## config.mk

```make
export PLATFORM = sky130hd
export DESIGN_NAME = dma_ctx_ctrl
export DESIGN_NICKNAME = d
export VERILOG_FILES = /design/src/rtl/dma_ctx_pkg.sv /design/src/rtl/dma_ctx_regs.sv /design/src/rtl/dma_ctx_status.sv /design/src/rtl/dma_ctx_fsm.sv /design/src/rtl/dma_ctx_ctrl.sv
export SDC_FILE = /design/constraint.sdc
export NUM_CORES = 1
export LEC_CHECK = 0
export BUFFER_PORTS_ARGS = -buffer_cell sky130_fd_sc_hd__buf_2
export CAP_MARGIN = 20
export CELL_PAD_IN_SITES_DETAIL_PLACEMENT = 0
export CELL_PAD_IN_SITES_GLOBAL_PLACEMENT = 1
export CORE_UTILIZATION = 39
export DETAILED_ROUTE_END_ITERATION = 6
export PLACE_DENSITY_LB_ADDON = 0.1
export SETUP_SLACK_MARGIN = 0.02
export SLEW_MARGIN = 5
export SYNTH_ARGS = -nofsm -noshare
export SYNTH_HDL_FRONTEND = slang
export SYNTH_HIERARCHICAL = 1
export SYNTH_SLANG_ARGS = --single-unit
```

## constraint.sdc

```tcl
create_clock -name clk -period 2.4 [get_ports clk]
set_input_delay 0.36 -clock clk [delete_from_list [all_inputs] [get_ports clk]]
set_output_delay 0.36 -clock clk [all_outputs]
set_load 0.03 [all_outputs]
```

## src/rtl/dma_ctx_pkg.sv

```systemverilog
package dma_ctx_pkg;

    typedef enum logic [2:0] {
        CS_IDLE = 3'd0,
        CS_LOAD = 3'd1,
        CS_ARM  = 3'd2,
        CS_RUN  = 3'd3,
        CS_PEND = 3'd4
    } ctx_state_e;

    localparam int ST_UF   = 0;
    localparam int ST_DROP = 1;
    localparam int N_STAT  = 2;

endpackage

```

## src/rtl/dma_ctx_regs.sv

```systemverilog
module dma_ctx_regs #(
    parameter int CTX_W = 16
) (
    input  logic             clk,
    input  logic             rst_n,
    input  logic             ctl_we,
    input  logic             ctl_en,
    input  logic             ctl_ai,
    input  logic             ctl_rep,
    input  logic             ctl_ep,
    input  logic             prog_we,
    input  logic [CTX_W-1:0] prog_wdata,
    input  logic             copy_ctx,
    input  logic             kill_en,
    output logic             en_q,
    output logic             en_eff,
    output logic             ai_q,
    output logic             rep_q,
    output logic             ep_q,
    output logic [CTX_W-1:0] active_q
);

    logic [CTX_W-1:0] prog_q;

    // a software write is decoded in its own cycle so a disable acts at once
    assign en_eff = ctl_we ? ctl_en : en_q;

    always_ff @(posedge clk) begin
        if (!rst_n) begin
            en_q     <= 1'b0;
            ai_q     <= 1'b0;
            rep_q    <= 1'b0;
            ep_q     <= 1'b0;
            prog_q   <= '0;
            active_q <= '0;
        end else begin
            // software writes land after any hardware update of the same cycle
            if (ctl_we) begin
                en_q  <= ctl_en;
                ai_q  <= ctl_ai;
                rep_q <= ctl_rep;
                ep_q  <= ctl_ep;
            end else begin
                if (kill_en)  en_q <= 1'b0;
                if (copy_ctx) ep_q <= 1'b0;
            end
            if (prog_we)  prog_q   <= prog_wdata;
            if (copy_ctx) active_q <= prog_q;
        end
    end


    ep_selfclear_chk: assert property (@(posedge clk) disable iff (!rst_n)
        (copy_ctx && !ctl_we) |=> !ep_q);

endmodule

```

## src/rtl/dma_ctx_status.sv

```systemverilog
module dma_ctx_status #(
    parameter int NB = 2
) (
    input  logic          clk,
    input  logic          rst_n,
    input  logic [NB-1:0] set_i,
    input  logic [NB-1:0] clr_i,
    output logic [NB-1:0] flag_q
);

    for (genvar i = 0; i < NB; i++) begin : g_flag
        always_ff @(posedge clk) begin
            if (!rst_n)
                flag_q[i] <= 1'b0;
            else if (set_i[i])
                flag_q[i] <= 1'b1;
            else if (clr_i[i])
                flag_q[i] <= 1'b0;
        end


        flag_hold_chk: assert property (@(posedge clk) disable iff (!rst_n)
            (flag_q[i] && !clr_i[i]) |=> flag_q[i]);
    end

endmodule

```

## src/rtl/dma_ctx_fsm.sv

```systemverilog
module dma_ctx_fsm
    import dma_ctx_pkg::*;
(
    input  logic       clk,
    input  logic       rst_n,
    input  logic       en_eff,
    input  logic       ai,
    input  logic       rep,
    input  logic       ep,
    input  logic       disp_en,
    input  logic       hw_req,
    input  logic       grant,
    input  logic       done,
    input  logic       underflow,
    output ctx_state_e state,
    output logic       copy_ctx,
    output logic       kill_en,
    output logic       xfer_start,
    output logic       xfer_busy,
    output logic       uf_evt,
    output logic       drop_evt
);

    ctx_state_e nxt;
    logic       run_ok;
    logic       end_evt;

    always_comb begin
        run_ok  = (state == CS_RUN) && en_eff;
        end_evt = run_ok && !underflow && !hw_req && done;
    end

    always_ff @(posedge clk) begin
        if (!rst_n) state <= CS_IDLE;
        else        state <= nxt;
    end

    always_comb begin
        nxt = state;
        unique case (state)
            CS_IDLE: if (en_eff) nxt = CS_LOAD;
            CS_LOAD: begin
                if (!en_eff)    nxt = CS_IDLE;
                else if (grant) nxt = CS_ARM;
            end
            CS_ARM: begin
                if (!en_eff)                nxt = CS_IDLE;
                else if (hw_req && disp_en) nxt = CS_RUN;
            end
            CS_RUN: begin
                if (!en_eff || underflow || hw_req) nxt = CS_IDLE;
                else if (done) begin
                    if (!ai)     nxt = CS_IDLE;
                    else if (ep) nxt = CS_LOAD;
                    else if (rep) nxt = CS_ARM;
                    else         nxt = CS_PEND;
                end
            end
            CS_PEND: begin
                if (!en_eff)  nxt = CS_IDLE;
                else if (ep)  nxt = CS_LOAD;
                else if (rep) nxt = CS_ARM;
            end
            default: nxt = CS_IDLE;
        endcase
    end

    always_comb begin
        uf_evt     = run_ok && underflow;
        drop_evt   = run_ok && !underflow && hw_req;
        kill_en    = uf_evt || drop_evt || (end_evt && !ai);
        copy_ctx   = (state == CS_LOAD) && en_eff && grant;
        xfer_start = (state == CS_ARM) && en_eff && hw_req && disp_en;
        xfer_busy  = (state == CS_RUN);
    end


    start_to_run_chk: assert property (@(posedge clk) disable iff (!rst_n)
        xfer_start |=> (state == CS_RUN));


    sw_stop_chk: assert property (@(posedge clk) disable iff (!rst_n)
        ((state != CS_IDLE) && !en_eff) |=> (state == CS_IDLE));


    uf_abort_chk: assert property (@(posedge clk) disable iff (!rst_n)
        ((state == CS_RUN) && en_eff && underflow) |=> (state == CS_IDLE));


    drop_abort_chk: assert property (@(posedge clk) disable iff (!rst_n)
        ((state == CS_RUN) && en_eff && !underflow && hw_req) |=> (state == CS_IDLE));

endmodule

```

## src/rtl/dma_ctx_ctrl.sv

```systemverilog
module dma_ctx_ctrl
    import dma_ctx_pkg::*;
#(
    parameter int CTX_W = 16
) (
    input  logic             clk,
    input  logic             rst_n,
    input  logic             ctl_we,
    input  logic             ctl_en,
    input  logic             ctl_autoinit,
    input  logic             ctl_repeat,
    input  logic             ctl_endprog,
    input  logic             prog_we,
    input  logic [CTX_W-1:0] prog_wdata,
    input  logic [1:0]       stat_clr,
    input  logic             disp_en,
    input  logic             hw_req,
    input  logic             xfer_grant,
    input  logic             xfer_done,
    input  logic             dst_underflow,
    output logic             xfer_start,
    output logic             xfer_busy,
    output logic [CTX_W-1:0] active_ctx,
    output logic [2:0]       chan_state,
    output logic             en_bit,
    output logic             endprog_bit,
    output logic             uf_to_disp,
    output logic             irq_underflow,
    output logic             irq_drop
);

    logic              en_eff, ai_q, rep_q, ep_q;
    logic              copy_ctx, kill_en, uf_evt, drop_evt;
    ctx_state_e        state;
    logic [N_STAT-1:0] st_set, st_q;

    dma_ctx_regs #(.CTX_W(CTX_W)) u_regs (
        .clk        (clk),
        .rst_n      (rst_n),
        .ctl_we     (ctl_we),
        .ctl_en     (ctl_en),
        .ctl_ai     (ctl_autoinit),
        .ctl_rep    (ctl_repeat),
        .ctl_ep     (ctl_endprog),
        .prog_we    (prog_we),
        .prog_wdata (prog_wdata),
        .copy_ctx   (copy_ctx),
        .kill_en    (kill_en),
        .en_q       (en_bit),
        .en_eff     (en_eff),
        .ai_q       (ai_q),
        .rep_q      (rep_q),
        .ep_q       (ep_q),
        .active_q   (active_ctx)
    );

    dma_ctx_fsm u_fsm (
        .clk        (clk),
        .rst_n      (rst_n),
        .en_eff     (en_eff),
        .ai         (ai_q),
        .rep        (rep_q),
        .ep         (ep_q),
        .disp_en    (disp_en),
        .hw_req     (hw_req),
        .grant      (xfer_grant),
        .done       (xfer_done),
        .underflow  (dst_underflow),
        .state      (state),
        .copy_ctx   (copy_ctx),
        .kill_en    (kill_en),
        .xfer_start (xfer_start),
        .xfer_busy  (xfer_busy),
        .uf_evt     (uf_evt),
        .drop_evt   (drop_evt)
    );

    always_comb begin
        st_set          = '0;
        st_set[ST_UF]   = uf_evt;
        st_set[ST_DROP] = drop_evt;
    end

    dma_ctx_status #(.NB(N_STAT)) u_stat (
        .clk    (clk),
        .rst_n  (rst_n),
        .set_i  (st_set),
        .clr_i  (stat_clr),
        .flag_q (st_q)
    );

    assign chan_state    = state;
    assign endprog_bit   = ep_q;
    assign uf_to_disp    = uf_evt;
    assign irq_underflow = st_q[ST_UF];
    assign irq_drop      = st_q[ST_DROP];


    copy_on_grant_chk: assert property (@(posedge clk) disable iff (!rst_n)
        (active_ctx != $past(active_ctx)) |-> $past((state == CS_LOAD) && xfer_grant));


    repeat_keeps_ctx_chk: assert property (@(posedge clk) disable iff (!rst_n)
        ((state == CS_RUN) && en_bit && !ctl_we && !dst_underflow && !hw_req &&
         xfer_done && ai_q && rep_q && !ep_q)
        |=> ((state == CS_ARM) && $stable(active_ctx)));


    uf_flags_chk: assert property (@(posedge clk) disable iff (!rst_n)
        uf_to_disp |=> irq_underflow);

endmodule

```

==> flow_summary.html <==
<table>
<tr><th>Metric</th><th>Value</th></tr>
<tr><th colspan="2">Global route</th></tr>
<tr><td>Met2 track demand over resource</td><td>0.262</td></tr>
<tr><td>Global-route wire length before repair</td><td>~6300 um</td></tr>
<tr><td>Via count of the first global-routing pass</td><td>roughly 1400</td></tr>
<tr><td>GR peak layer</td><td>met2</td></tr>
<tr><td>Met1 track utilization from global routing</td><td>0.196</td></tr>
<tr><td>GRT Overall Usage</td><td>0.157</td></tr>
<tr><td>Initial antenna violation count</td><td>0</td></tr>
<tr><td>Largest net degree at the start of global routing</td><td>between 40 and 50</td></tr>
<tr><td>GR Layer Usage met3</td><td>0.0458</td></tr>
<tr><td>Overflow left after global routing</td><td>0</td></tr>
<tr><th colspan="2">STA</th></tr>
<tr><td>Period utilization</td><td>0.863</td></tr>
<tr><td>Worst relative slew slack</td><td>0.566</td></tr>
<tr><td>Final worst path period need</td><td>slightly above 2 ns</td></tr>
<tr><td>Setup TNS after final layout</td><td>0 ns</td></tr>
<tr><td>Pins Over Slew Limit</td><td>0</td></tr>
<tr><td>Final hold violation count</td><td>0</td></tr>
<tr><td>Worst Max-Slew Pin Slew</td><td>between 0.6 and 0.7 ns</td></tr>
<tr><td>Setup clock skew after layout</td><td>roughly 0.0030 ns</td></tr>
<tr><td>Unrepaired setup endpoints after global routing</td><td>no</td></tr>
<tr><td>Final setup fails</td><td>0</td></tr>
<tr><td>FMAX</td><td>0.483 GHz</td></tr>
<tr><th colspan="2">Detailed routing</th></tr>
<tr><td>DRC errors left</td><td>0</td></tr>
<tr><td>Final ANT Viol Nets</td><td>0</td></tr>
<tr><td>Ratio of routed vias to standard cells</td><td>~4.8</td></tr>
<tr><td>Total wirelength of the detailed-routed design</td><td>about 4000 um</td></tr>
<tr><td>First-pass iteration count of the detailed router</td><td>4</td></tr>
<tr><td>Routed via count</td><td>1443</td></tr>
<tr><td>Iteration-0 DRC Markers</td><td>52</td></tr>
<tr><td>Routed wirelength normalized by instance count</td><td>roughly 13 um</td></tr>
<tr><th colspan="2">Run status</th></tr>
<tr><td>Result of the run</td><td>completed</td></tr>
<tr><th colspan="2">Clocking</th></tr>
<tr><td>Maximum buffer depth of the clock tree</td><td>2</td></tr>
<tr><td>Clock tree from TritonCTS</td><td>done</td></tr>
<tr><td>Clk sinks</td><td>41</td></tr>
<tr><td>CTS clock-pin slew for the worst setup and hold paths</td><td>0.08 ns</td></tr>
<tr><td>Worst skew pair latency</td><td>roughly 0.28 ns</td></tr>
<tr><td>CTS Hold Buffers Added</td><td>0</td></tr>
<tr><td>Number of buffers added by the clock tree synthesis step</td><td>5</td></tr>
<tr><td>Post_cts resized</td><td>0</td></tr>
<tr><td>Post-CTS setup buffer count</td><td>0</td></tr>
<tr><td>Number of H-tree branching levels</td><td>2</td></tr>
<tr><td>Clock root cell</td><td>sky130_fd_sc_hd__clkbuf_8</td></tr>
<tr><th colspan="2">Yosys</th></tr>
<tr><td>Top cells by area in the synthesized netlist</td><td>sky130_fd_sc_hd__dfxtp_1, sky130_fd_sc_hd__mux2i_1, sky130_fd_sc_hd__nor2b_1, sky130_fd_sc_hd__buf_4, sky130_fd_sc_hd__buf_6</td></tr>
<tr><td>Register area share after synthesis</td><td>0.428</td></tr>
<tr><td>Cells after synthesis</td><td>about 180</td></tr>
<tr><td>Number of enable-type register cells in the synthesized netlist</td><td>0</td></tr>
<tr><td>Flops &amp; latches, synth</td><td>~40</td></tr>
<tr><td>Nets in the synthesized netlist</td><td>~210</td></tr>
<tr><td>Most frequently used flop master after synthesis</td><td>sky130_fd_sc_hd__dfxtp_1</td></tr>
<tr><td>Syn. warnings</td><td>6</td></tr>
<tr><td>Distinct cells, synth</td><td>40</td></tr>
<tr><td>Most frequent cells after synthesis</td><td>sky130_fd_sc_hd__dfxtp_1, sky130_fd_sc_hd__mux2i_1, sky130_fd_sc_hd__nor2b_1, sky130_fd_sc_hd__buf_4, sky130_fd_sc_hd__nor2_1</td></tr>
<tr><td>Avg Synthesized Cell Area</td><td>approximately 11 um2</td></tr>
<tr><td>Library cell with the highest instance count after synthesis</td><td>sky130_fd_sc_hd__dfxtp_1</td></tr>
<tr><td>Area share of the leading cell type in the synthesized netlist</td><td>0.428</td></tr>
<tr><td>Netlist Area Pre-Place</td><td>between 1500 and 2000 um2</td></tr>
<tr><td>Cell accounting for the most synthesized area</td><td>sky130_fd_sc_hd__dfxtp_1</td></tr>
<tr><td>Async SR Flop Fraction</td><td>0</td></tr>
<tr><th colspan="2">Layout</th></tr>
<tr><td>Total Nets Final</td><td>266</td></tr>
<tr><td>Layout Cells excl Fill</td><td>around 300</td></tr>
<tr><td>Count of inserted antenna diode cells</td><td>0</td></tr>
<tr><td>Share of cells above drive strength 1</td><td>0.331</td></tr>
<tr><td>Area of all sequential standard cells</td><td>slightly above 800 um2</td></tr>
<tr><td>Fill count</td><td>around 450</td></tr>
<tr><td>Multi-input combinational cell area</td><td>between 900 and 1000 um2</td></tr>
<tr><td>Layout area overhead</td><td>21.6%</td></tr>
<tr><th colspan="2">Critical path</th></tr>
<tr><td>Kind of end point of the critical path</td><td>output pin</td></tr>
<tr><td>Sort of element at the start of the critical path</td><td>flop</td></tr>
<tr><td>Cell type of the slowest stage on the worst timing path</td><td>sky130_fd_sc_hd__dfxtp_1</td></tr>
<tr><td>Required time at the endpoint of the critical path</td><td>2.04 ns</td></tr>
<tr><td>Critical Path Fanout Max</td><td>8</td></tr>
<tr><td>Launching element of the worst setup path</td><td>u_regs/en_q$_SDFFE_PN0P_</td></tr>
<tr><td>Kind of critical path</td><td>flop to output pin</td></tr>
<tr><td>Number of buffer and inverter instances along the worst setup path</td><td>3</td></tr>
<tr><td>Reg-to-reg critical path startpoint</td><td>u_regs/en_q$_SDFFE_PN0P_</td></tr>
<tr><td>Critical path's top delay family</td><td>buffers and inverters</td></tr>
<tr><td>Data arrival at the endpoint of the critical path</td><td>1.71 ns</td></tr>
<tr><td>Largest stage delay on the critical path</td><td>around 0.37 ns</td></tr>
<tr><td>Cell Chain, Critical Path</td><td>inv_1 -&gt; o21ai_0 -&gt; buf_4 -&gt; and2_1 -&gt; nor4b_2 -&gt; buf_2</td></tr>
<tr><th colspan="2">Die</th></tr>
<tr><td>Core area</td><td>approximately 4700 um2</td></tr>
<tr><td>Die X-Extent</td><td>between 70 and 80 um</td></tr>
<tr><td>Die extent in y</td><td>~72 um</td></tr>
<tr><td>Initial core utilization</td><td>0.406</td></tr>
<tr><td>Site Rows</td><td>25</td></tr>
<tr><td>Floorplan die area</td><td>5210 um2</td></tr>
<tr><td>I/O pin cnt</td><td>57</td></tr>
<tr><th colspan="2">Placed design</th></tr>
<tr><td>Dpl hpwl</td><td>roughly 2800 um</td></tr>
<tr><td>Buffers added on ports</td><td>56</td></tr>
<tr><td>Final estimated routing congestion in global placement</td><td>0.776</td></tr>
<tr><td>Post-Place Cells</td><td>~300</td></tr>
<tr><th colspan="2">Min path</th></tr>
<tr><td>Startpoint of the lowest-slack hold path</td><td>ctl_endprog</td></tr>
<tr><td>Hold Path Class</td><td>input port to flop</td></tr>
<tr><th colspan="2">Power and ir drop</th></tr>
<tr><td>IR drop worst, VDD</td><td>roughly 360 uV</td></tr>
<tr><td>Static leakage</td><td>approximately 1.0 nW</td></tr>
<tr><td>Power per cell area</td><td>682 nW/um2</td></tr>
<tr><th colspan="2">Flow run</th></tr>
<tr><td>Number of max-cap violations</td><td>0</td></tr>
</table>
[worst reg2reg max path, cell delays in order (launching register included)]
cell and delay (ns):
sky130_fd_sc_hd__dfxtp_1 0.37, sky130_fd_sc_hd__inv_1 0.04, sky130_fd_sc_hd__o21ai_0 0.19, sky130_fd_sc_hd__nor4bb_1 0.42, sky130_fd_sc_hd__and2_1 0.23, sky130_fd_sc_hd__buf_4 0.24, sky130_fd_sc_hd__mux2i_1 0.26, sky130_fd_sc_hd__nor2b_1 0.06
[flip-flops by register name (all words and copies together), names as in the netlist]
signal	cells
u_regs/rep_q	1
u_regs/prog_q	16
u_regs/active_q	16
u_stat/flag_q	2
u_regs/ai_q	1
u_regs/en_q	1
u_regs/ep_q	1
u_fsm/state	3
[metal layers]
metal  routed length, um  vias up
met4                  26        0
met2                1890       42
li1                    -      728
met5                   0        -
met3                 237        4
met1                1830      669
[area by class of cell]
cell class	instances	area share
multi-input cells	123	0.425
flip-flops and latches	41	0.352
repair buffers	59	0.130
clock buffers	7	0.0370
well taps	67	0.0359
clock inverters	1	0.0129
inverters	5	0.00804
[stage by stage]
| stage | setup slack (ns) | hold slack (ns) | utilization | instance area [um2] | total power, W |
|---|---|---|---|---|---|
| detailed placement | 0.392 | 0.501 | 0.469 | 2220 | 0.00105 |
| global placement | 0.447 | 0.495 | 0.469 | 2220 | 0.00104 |
| global route | 0.163 | 0.322 | 0.494 | 2330 | 0.00167 |
| finish | 0.329 | 0.328 | 0.494 | 2330 | 0.00159 |
| floorplan | 0.305 | 0.477 | - | 1930 | 0.000979 |
| CTS | 0.283 | 0.321 | 0.494 | 2330 | 0.00161 |
[cell families (layout without fill, tap and decap cells)]
family,Yosys count,count (layout),synth area share
buffers and inverters,18,72,0.0593
and+or+nand+nor,70,70,0.256
AOI/OAI and AO/OA,18,18,0.0743
DFF,41,41,0.428
muxes,35,35,0.183
[layout by cell type (no fill, tap or decap), drive strengths merged, types with 2 or more instances in the layout]
master,instances
mux2i,35
nand2,5
clkbuf,7
o21a,2
nand2b,2
inv,5
dfxtp,41
a21oi,2
nor3b,2
nor2b,37
nor4bb,2
buf,59
o21ai,4
nand3,4
nor2,6
nor4b,2
and2,3
a31oi,2
[where the power goes]
group | internal (W) | switching (W)
sequential | 0.000713 | 0.0000486
combinational | 0.000122 | 0.000144
clock | 0.000339 | 0.000226
[worst paths after layout]
path / end / slack [ns] / cells after the start
worst max-delay path: xfer_start / 0.33 / 6
worst min-delay path: u_regs/ep_q$_SDFFE_PN0P_ / 0.33 / 2
worst max register to register: u_regs/active_q[3]$_SDFFE_PN0P_ / 0.48 / 7
worst min register to register: u_regs/active_q[14]$_SDFFE_PN0P_ / 0.52 / 2
No activity file was read; power rests on OpenSTA's default activity.
